File: src/rtl/i2c_stat_pkg.sv
package i2c_stat_pkg;
  localparam int ADDR_W = 7;
  localparam int BYTE_W = ADDR_W + 1;

  typedef logic [BYTE_W-1:0] rx_byte_t;
  typedef logic [ADDR_W-1:0] addr_t;

  // Address field is the upper bits; bit 0 carries direction.
  function automatic logic own_match(input rx_byte_t b, input addr_t a);
    return b[BYTE_W-1:1] == a;
  endfunction

  function automatic logic all_zero(input rx_byte_t b);
    return b == '0;
  endfunction
endpackage

File: src/rtl/i2c_bus_events.sv
module i2c_bus_events (
  input  logic clk,
  input  logic rst_n,
  input  logic scl,
  input  logic sda,
  output logic start_evt,
  output logic stop_evt,
  output logic scl_rise
);
  logic scl_q, sda_q;

  always_ff @(posedge clk or negedge rst_n) begin
    if (!rst_n) begin
      scl_q <= 1'b1;
      sda_q <= 1'b1;
    end else begin
      scl_q <= scl;
      sda_q <= sda;
    end
  end

  assign start_evt = scl && scl_q && sda_q && !sda;
  assign stop_evt  = scl && scl_q && !sda_q && sda;
  assign scl_rise  = scl && !scl_q;
endmodule

File: src/rtl/i2c_byte_shift.sv
module i2c_byte_shift #(
  parameter int BYTE_W = 8
) (
  input  logic              clk,
  input  logic              rst_n,
  input  logic              start_evt,
  input  logic              stop_evt,
  input  logic              scl_rise,
  input  logic              sda,
  output logic              byte_done,
  output logic              ack_done,
  output logic              first_byte,
  output logic [BYTE_W-1:0] rx_byte
);
  localparam int CW = $clog2(BYTE_W + 2);
  localparam logic [CW-1:0] LAST_DATA = CW'(BYTE_W - 1);
  localparam logic [CW-1:0] ACK_SLOT  = CW'(BYTE_W);

  logic [CW-1:0]     cnt;
  logic [BYTE_W-2:0] shreg;

  assign byte_done = scl_rise && (cnt == LAST_DATA);
  assign ack_done  = scl_rise && (cnt == ACK_SLOT);
  assign rx_byte   = {shreg, sda};

  always_ff @(posedge clk or negedge rst_n) begin
    if (!rst_n) begin
      cnt        <= '0;
      shreg      <= '0;
      first_byte <= 1'b0;
    end else if (start_evt) begin
      cnt        <= '0;
      first_byte <= 1'b1;
    end else if (stop_evt) begin
      cnt        <= '0;
      first_byte <= 1'b0;
    end else if (scl_rise) begin
      if (cnt == ACK_SLOT) begin
        cnt        <= '0;
        first_byte <= 1'b0;
      end else begin
        cnt <= cnt + 1'b1;
        if (cnt < LAST_DATA) shreg <= {shreg[BYTE_W-3:0], sda};
      end
    end
  end

  // frame counter never passes the acknowledge slot
  assert_cnt_range_R9: assert property (@(posedge clk) disable iff (!rst_n)
    cnt <= ACK_SLOT);
  // any start, repeated or not, re-arms address detection
  assert_restart_R10: assert property (@(posedge clk) disable iff (!rst_n)
    start_evt |=> (cnt == '0) && first_byte);
endmodule

File: src/rtl/i2c_slave_status_mon.sv
module i2c_slave_status_mon
  import i2c_stat_pkg::*;
(
  input  logic              clk,
  input  logic              rst_n,
  input  logic              scl,
  input  logic              sda,
  input  logic [ADDR_W-1:0] own_addr,
  input  logic              free_mode,
  input  logic              buf_access,
  output logic              addressed,
  output logic              gen_call,
  output logic              last_bit,
  output logic              byte_irq
);
  logic start_evt, stop_evt, scl_rise;
  logic byte_done, ack_done, first_byte;
  rx_byte_t rx_byte;
  logic addr_set, gc_set;

  i2c_bus_events u_events (
    .clk(clk), .rst_n(rst_n), .scl(scl), .sda(sda),
    .start_evt(start_evt), .stop_evt(stop_evt), .scl_rise(scl_rise)
  );

  i2c_byte_shift #(.BYTE_W(BYTE_W)) u_shift (
    .clk(clk), .rst_n(rst_n), .start_evt(start_evt), .stop_evt(stop_evt),
    .scl_rise(scl_rise), .sda(sda), .byte_done(byte_done),
    .ack_done(ack_done), .first_byte(first_byte), .rx_byte(rx_byte)
  );

  assign gc_set   = byte_done && first_byte && all_zero(rx_byte);
  assign addr_set = byte_done && first_byte &&
                    (free_mode || own_match(rx_byte, own_addr) || all_zero(rx_byte));

  always_ff @(posedge clk or negedge rst_n) begin
    if (!rst_n) begin
      addressed <= 1'b0;
      gen_call  <= 1'b0;
      last_bit  <= 1'b0;
      byte_irq  <= 1'b0;
    end else begin
      if (addr_set)        addressed <= 1'b1;
      else if (buf_access) addressed <= 1'b0;
      if (start_evt || stop_evt) gen_call <= 1'b0;
      else if (gc_set)           gen_call <= 1'b1;
      if (scl_rise) last_bit <= sda;
      byte_irq <= ack_done;
    end
  end

  // a bus start or stop leaves the general-call flag low
  assert_gc_clear_R7: assert property (@(posedge clk) disable iff (!rst_n)
    (start_evt || stop_evt) |=> !gen_call);
  // only a buffer access may drop the address flag
  assert_addr_hold_R5: assert property (@(posedge clk) disable iff (!rst_n)
    $fell(addressed) |-> $past(buf_access));
  // a general call always counts as being addressed
  assert_gc_addr_R3: assert property (@(posedge clk) disable iff (!rst_n)
    $rose(gen_call) |-> addressed);
  // byte-complete is never wider than one cycle
  assert_irq_pulse_R9: assert property (@(posedge clk) disable iff (!rst_n)
    byte_irq |=> !byte_irq);
  // last bit moves only at an SCL rising edge
  assert_lrb_hold_R8: assert property (@(posedge clk) disable iff (!rst_n)
    !scl_rise |=> $stable(last_bit));
endmodule

File: config.mk
export PLATFORM = sky130hd
export DESIGN_NAME = i2c_slave_status_mon
export DESIGN_NICKNAME = d
export VERILOG_FILES = /design/src/rtl/i2c_stat_pkg.sv /design/src/rtl/i2c_bus_events.sv /design/src/rtl/i2c_byte_shift.sv /design/src/rtl/i2c_slave_status_mon.sv
export SDC_FILE = /design/constraint.sdc
export NUM_CORES = 1
export LEC_CHECK = 0
export BUFFER_PORTS_ARGS = -buffer_cell sky130_fd_sc_hd__buf_2
export CAP_MARGIN = 10
export CORE_MARGIN = 1.5
export CORE_UTILIZATION = 52
export DETAILED_ROUTE_END_ITERATION = 6
export MAX_ROUTING_LAYER = met4
export PLACE_DENSITY = 0.81
export SLEW_MARGIN = 20
export SYNTH_ARGS = -nofsm -noshare
export SYNTH_HDL_FRONTEND = slang
export SYNTH_SLANG_ARGS = --single-unit
File: constraint.sdc
create_clock -name clk -period 1.9 [get_ports clk]
set_clock_uncertainty 0.05 [all_clocks]
set_input_delay 0.19 -clock clk [delete_from_list [all_inputs] [get_ports clk]]
set_output_delay 0.19 -clock clk [all_outputs]
set_load 0.03 [all_outputs]
==> results of run 1 <==
==> what timing repair did <==
item,4_1_cts,5_1_grt
buffers inserted,0,0
hold buffers,3,0
endpoints found under the hold margin,18,0
==> final cells by class <==
cell class                      instances  area [um^2]
Timing Repair Buffer                   19        110.1
Sequential cell                        18        452.9
Multi-Input combinational cell         54        397.9
Fill cell                             137        509.2
Inverter                                3        11.26
Tap cell                               16        20.02
Clock buffer                            3        22.52
==> cells by family (layout without fill, tap and decap cells) <==
kind of cell             count (synthesis)  in the layout
buffers and inverters                    3             25
flip-flops                              18             18
XOR/XNOR                                10             10
AO/OA/AOI/OAI                            6              6
multiplexers                             7              7
AND/OR/NAND/NOR                         29             29
adder cells (fa/ha/maj)                  2              2
==> worst max-delay path: stages <==
cell	delay [ns]
sky130_fd_sc_hd__dlygate4sd3_1	0.54
sky130_fd_sc_hd__buf_2	0.15
sky130_fd_sc_hd__and2b_1	0.20
sky130_fd_sc_hd__nand2_1	0.24
sky130_fd_sc_hd__mux2_2	0.38
==> state kept, by name, indices dropped and copies added (netlist names) <==
name	cells
u_shift.first_byte	1
u_events.scl_q	1
gen_call	1
u_events.sda_q	1
byte_irq	1
addressed	1
u_shift.cnt	4
u_shift.shreg	7
last_bit	1
==> layer usage <==
metal / vias to the layer above / part of all wire, %
met5: - / 0
met4: 0 / 2.3
met3: 5 / 2.9
met2: 12 / 51
met1: 308 / 44
li1: 303 / -
==> metrics by stage <==
stage,utilization [%],hold WS (ns),total power [mW],setup slack (ns)
after floorplan,-,-0.1556,0.7400,0.4491
after global placement,63.14,0.07799,0.7968,0.3896
after detailed placement,63.14,0.08796,0.8218,0.3348
after CTS,66.58,0.1052,1.010,0.3238
after global routing,66.58,0.1288,1.062,0.2313
final,66.58,0.1060,1.001,0.3349
==> power by group <==
group          switching [mW]  internal (mW)
registers              0.0973          0.474
clock network           0.111         0.0738
logic                   0.103          0.141
==> worst min-delay path by stage <==
stage | to | depth (start not counted) | slack (ns)
after floorplan | addressed$_DFFE_PN0P_ | 0 | -0.16
after global placement | addressed$_DFFE_PN0P_ | 1 | 0.08
after detailed placement | addressed$_DFFE_PN0P_ | 1 | 0.09
after CTS | addressed$_DFFE_PN0P_ | 3 | 0.11
after global routing | addressed$_DFFE_PN0P_ | 3 | 0.13
final | addressed$_DFFE_PN0P_ | 3 | 0.11
==> Yosys cell counts <==
cell type	n	area [um^2]
sky130_fd_sc_hd__or2_2	1	6.260
sky130_fd_sc_hd__a21oi_1	4	20.02
sky130_fd_sc_hd__a2bb2oi_2	1	15.01
sky130_fd_sc_hd__mux2_2	7	78.83
sky130_fd_sc_hd__nand4b_1	1	8.760
sky130_fd_sc_hd__or4_4	1	11.26
sky130_fd_sc_hd__inv_1	3	11.26
sky130_fd_sc_hd__dfrtp_1	16	400.4
sky130_fd_sc_hd__or4_1	1	7.510
sky130_fd_sc_hd__nor4b_2	1	15.01
sky130_fd_sc_hd__nand2b_1	1	6.260
sky130_fd_sc_hd__nor2_1	2	7.510
sky130_fd_sc_hd__xnor2_1	3	26.28
sky130_fd_sc_hd__and3_1	1	6.260
sky130_fd_sc_hd__ha_1	2	25.02
sky130_fd_sc_hd__nor3_1	2	10.01
sky130_fd_sc_hd__dfstp_2	2	52.55
sky130_fd_sc_hd__nor4_1	1	6.260
sky130_fd_sc_hd__xor2_1	7	61.31
sky130_fd_sc_hd__nand4_1	2	12.51
sky130_fd_sc_hd__o21ai_1	1	5.000
sky130_fd_sc_hd__nor2_2	2	12.51
sky130_fd_sc_hd__nand2_1	11	41.29
sky130_fd_sc_hd__and2b_1	2	15.01
==> results.txt, run 1 <==
----------------------------------------------------
[Placement]
  IO buf count ... 16
  Detailed Place HPWL ... 1176 um
  Total instance count after detailed placement ... 107
  Cell area after placement ... 962.2 um^2
  Final Wtd Congestion ... 0.7353

[Critical path]
  End point of the critical path ... u_shift.shreg[1]$_DFFE_PN0P_
  Endpoint of the worst-slack reg-to-reg timing path ... u_shift.shreg[1]$_DFFE_PN0P_
  Worst R2R Setup Slack ... 0.35 ns
  Req. time, crit path ... 2.03 ns
  Startpoint of the most critical setup path ... scl
  Crit end category ... flip-flop
  FF-to-FF path depth ... 3
  Maximum net fanout on the critical path ... 7
  Startpoint kind of the worst setup timing path ... input port
  Worst EP arrival ... 1.70 ns
  Category of the most critical setup path ... in -> reg
  Reg-to-reg startpoint ... u_events.scl_q$_DFF_PN1_

[Pwr]
  Power density normalized to cell area ... 986.3 mW/mm^2
  IR drop worst, VDD ... 858.2 uV
  Cell leakage power ... 0.4805 nW

[Finish]
  Commonest non-fill, non-tap cells in the layout ... sky130_fd_sc_hd__dfrtp_1, sky130_fd_sc_hd__buf_2, sky130_fd_sc_hd__nand2_1
  Net count of the finished layout ... 114
  Non-filler instance count after layout ... 113
  Share of post-route cells with drive strength above 1 ... 35.05%
  Post-route design area ... 0.001015 mm^2
  Layout-stage area growth over the synthesis result ... 17.71%
  Number of antenna diodes ... 0

[Synth]
  Distinct cell type count after synthesis ... 24
  Post-synthesis xor/xnor area fraction ... 10.16%
  Number of nets in the synthesized netlist ... 90
  Area share of and/or/nand/nor cells after synthesis ... 19.30%
  Sequential cell area fraction in the yosys report ... 52.54%
  Area fraction in compound gates after synthesis ... 4.644%
  Proportion of synthesized area in mux cells ... 9.144%
  Synthesized cell area ... 862.1 um^2
  Seq cells post-synth ... 18
  Cells after synthesis ... 75
  Arithmetic-cell share of the synthesized area counting full adders, half adders and majority gates ... 2.903%
  Dominant combinational cell family by area after synthesis ... simple AND/OR/NAND/NOR gates
  Count of warnings emitted by yosys ... 0
  Average cell area after synthesis ... 11.49 um^2

[Min path]
  Hold Crit Class ... in -> reg
  Hold Startpoint ... free_mode

[Detailed routing]
  First drt pass iteration count ... 4
  Remaining DRCs ... 0
  Wire length reported by the detailed router ... 1536 um
  Routed length per placed instance ... 13.59 um
  Drt first-iter violations ... 4
  Post-DRT Antenna Nets ... 0
  Post-detailed-route via-to-cell ratio ... 5.558
  Count of vias placed by the detailed router ... 628

[Clock tree]
  Clk pin slew, worst setup/hold paths ... 0.09 ns
  Max Buffers Root-to-Sink ... 2
  TritonCTS Buffers ... 3
  Clock network latency to the later pin of the worst-skew pair ... 0.29 ns
  Number of gates resized after CTS ... 0
  CTS tree ... built
  Clk Tree Root Cell ... sky130_fd_sc_hd__clkbuf_4
  Sink count of the clock tree ... 18
  H-tree level count ... 1

[Die]
  Full die area ... 0.001911 mm^2
  Effective utilization at floorplan ... 56.57%
  Y dimension of the die ... 43.72 um
  Core area ... 0.001524 mm^2
  Horizontal die dimension ... 43.72 um
  IO Count ... 17
  Count of standard-cell rows ... 14

[Global routing]
  Global routing met2 resource utilization ... 35.29%
  Remaining global-route overflow ... 0
  Met3 Use GR ... 2.500%
  Met1 Use GR ... 22.40%
  Vias in the first global route ... 646
  Pin count of the biggest net entering global routing ... 19
  Global routing usage summed across all routing layers ... 20.07%
  Global routing's busiest layer ... met2
  Initial antenna violation count ... 0
  Global-route wire length before repair ... 2628 um

[Timing]
  Actual slew at the worst max-slew pin ... 0.3923 ns
  Number of hold-slack violations in the final timing report ... 0
  Number of endpoints failing setup at the final stage ... 0
  Slew headroom ... 73.60%
  Maximum frequency from static timing analysis ... 638.9 MHz
  Max-slew violation total from the final report ... 0
  Fin crit period ... 1.565 ns
  Post-route setup TNS ... 0 ns
  Period Utilization, post-route ... 82.38%
  RSZ-0062 raised after global routing ... false

[Run]
  Number of maximum-capacitance violations ... 0

[Status]
  Status ... finished clean

----------------------------------------------------
No activity file was read; power rests on OpenSTA's default activity.
==> run 2: changes to the inputs <==
Settings changed: CORE_UTILIZATION 52 to 47, PLACE_DENSITY 0.81 to 0.77.
Clock period 1.9 ns to 1.4 ns, I/O delays scaled along.
==> run 2 against run 1 <==
Compared with the run above: the run now ends with negative setup slack left; sequential power up 35%; design area up 19%; worst setup slack worse by 0.37 ns; clock-buffer cell count up 1; largest cell class is now multi-input gates; power up 64%; core utilization up 3.4 points; global-route usage down 1.4 points; wire length up 17%; combinational power up 120%; cell count up 18%; non-clock buffer count up 10; critical path depth down 1; critical path type is now reg -> reg.
==> results.txt, run 2 (synthesized netlist as in run 1, its figures left out) <==
----------------------------------------------------
[Status]
  Status ... finished, violations left
  Failing checks ... negative setup slack

[Finish]
  Flip-flop count of the largest register after layout ... 7
  Commonest non-fill, non-tap cells in the layout ... sky130_fd_sc_hd__dfrtp_1, sky130_fd_sc_hd__buf_2, sky130_fd_sc_hd__nand2_1, sky130_fd_sc_hd__buf_4
  Register with the most flip-flops ... u_shift.shreg
  Fillers ... 139
  Layout-stage area growth over the synthesis result ... 40.20%
  Largest registers ranked by flip-flop count ... u_shift.shreg x7, u_shift.cnt x4
  Multi-input gate area ... 488.0 um^2
  Net count of the finished layout ... 124
  Share of post-route cells with drive strength above 1 ... 50.00%
  Number of antenna diodes ... 0
  Footprint of the flip-flops and latches ... 452.9 um^2

[Clock tree]
  TritonCTS Buffers ... 3
  Clk pin slew, worst setup/hold paths ... 0.11 ns
  CTS tree ... built
  H-tree level count ... 1
  Sink count of the clock tree ... 18
  Clk Tree Root Cell ... sky130_fd_sc_hd__clkbuf_4
  Clock network latency to the later pin of the worst-skew pair ... 0.31 ns
  Max Buffers Root-to-Sink ... 2

[Die]
  Count of standard-cell rows ... 15
  Effective utilization at floorplan ... 49.93%
  Full die area ... 0.002100 mm^2
  Horizontal die dimension ... 45.83 um
  IO Count ... 17
  Core area ... 0.001727 mm^2
  Y dimension of the die ... 45.83 um

[Timing]
  Worst setup slack after layout ... -0.03097 ns
  RSZ-0062 raised after global routing ... true
  Maximum frequency from static timing analysis ... 698.8 MHz
  Number of hold-slack violations in the final timing report ... 0
  Slew headroom ... 73.23%
  Fin crit period ... 1.431 ns
  Max-slew violation total from the final report ... 0
  Actual slew at the worst max-slew pin ... 0.4015 ns
  Number of endpoints failing setup at the final stage ... 8
  Period Utilization, post-route ... 102.2%

[Critical path]
  Worst EP arrival ... 1.57 ns
  Startpoint kind of the worst setup timing path ... flip-flop
  Largest stage delay on the critical path ... 0.43 ns
  FF-to-FF path depth ... 4
  Req. time, crit path ... 1.54 ns
  Crit end category ... flip-flop
  Critical-path top delay cell ... sky130_fd_sc_hd__dfrtp_1
  Cell chain of the critical path ... ha_2 -> a21oi_4 -> nand2_4 -> mux2_4
  Category of the most critical setup path ... reg -> reg
  Maximum net fanout on the critical path ... 7

[Detailed routing]
  Remaining DRCs ... 0
  Post-DRT Antenna Nets ... 0
  Drt first-iter violations ... 14
  First drt pass iteration count ... 4
  Wire length reported by the detailed router ... 1798 um
  Post-detailed-route via-to-cell ratio ... 5.008
  Routed length per placed instance ... 13.52 um
  Count of vias placed by the detailed router ... 666

[Pwr]
  Cell leakage power ... 0.5817 nW
  Total chip power ... 1.646 mW
  IR drop worst, VDD ... 1028 uV
  Power density normalized to cell area ... 1362 mW/mm^2

[Placement]
  Final Wtd Congestion ... 0.8171
  Detailed Place HPWL ... 1161 um
  Pre-CTS WS ... -0.04347 ns
  IO buf count ... 16

[Run]
  Number of maximum-capacitance violations ... 0

[Global routing]
  Pin count of the biggest net entering global routing ... 19
  Initial antenna violation count ... 0
  Vias in the first global route ... 642
  Global-route wire length before repair ... 2525 um
  Global routing usage summed across all routing layers ... 18.62%
  Remaining global-route overflow ... 0

[Min path]
  Hold Crit Class ... in -> reg
  Cell depth of the worst hold path ... 3

----------------------------------------------------
[run 2: path summary, 6_finish.rpt]
check                                      startpoint                           end  slack (ns)
max reg2reg                u_shift.cnt[1]$_DFFE_PN0P_  u_shift.shreg[6]$_DFFE_PN0P_       -0.03
max in group asynchronous                       rst_n      u_events.scl_q$_DFF_PN1_        0.75
max                        u_shift.cnt[1]$_DFFE_PN0P_  u_shift.shreg[6]$_DFFE_PN0P_       -0.03
min reg2reg                      last_bit$_DFFE_PN0N_          last_bit$_DFFE_PN0N_        0.43
min                                               sda          last_bit$_DFFE_PN0N_        0.05
min in group asynchronous                       rst_n    u_shift.cnt[2]$_DFFE_PN0P_        0.22
[run 2: where the power goes]
group / total (mW) / switching (mW) / internal, mW / leakage, nW
Sequential: 0.771 / 0.128 / 0.642 / 0.224
Combinational: 0.543 / 0.211 / 0.332 / 0.337
Clock: 0.332 / 0.173 / 0.159 / 0.0210
Total: 1.65 / 0.513 / 1.13 / 0.582
[run 2: timing repair]
action / in CTS / in global routing
gates resized for setup: 3 / 18
hold endpoints to repair: 18 / 0
buffers inserted: 1 / 3
pin swaps: 1 / 6
cloned: 0 / 0
hold buffers: 3 / 0
setup endpoints to repair: 9 / 13
[run 2: stage by stage]
step | TNS (ns) | cells | utilization (%) | hold slack (ns) | instance area [um^2]
finish | -0.1641 | 133 | 70.00 | 0.04528 | 1209
global route | -0.4989 | 133 | 70.00 | 0.05292 | 1209
global placement | 0 | 122 | 59.13 | 0.03558 | 1021
detailed placement | -0.2501 | 122 | 59.13 | 0.04164 | 1021
CTS | -0.004377 | 130 | 64.35 | 0.04038 | 1111
floorplan | 0 | 75 | - | -0.2056 | 864.6
[run 2: layer usage]
metal | part of all wire (%) | up-vias | wire length [um] | global-route usage (%)
li1 | - | 323 | - | -
met2 | 50 | 19 | 895 | 30.99
met3 | 4.2 | 8 | 76 | 4.762
met5 | 0 | - | 0 | -
met4 | 2.4 | 0 | 44 | 10.29
met1 | 43 | 316 | 782 | 20.05
[run 2: critical path: cells and delay by family, from the launching register on]
family / cells / cell delay, ns
flip-flops: 1 / 0.43
multiplexers: 1 / 0.32
AND/OR/NAND/NOR: 1 / 0.12
AO/OA/AOI/OAI: 1 / 0.17
adder cells (fa/ha/maj): 1 / 0.22
[run 2: final cells by class]
class / count / area share [%]
timing repair buffer: 29 / 15.63
tap: 25 / 2.588
sequential: 18 / 37.47
multi-input combinational: 54 / 40.37
clock buffer: 4 / 3.002
inverter: 3 / 0.9317
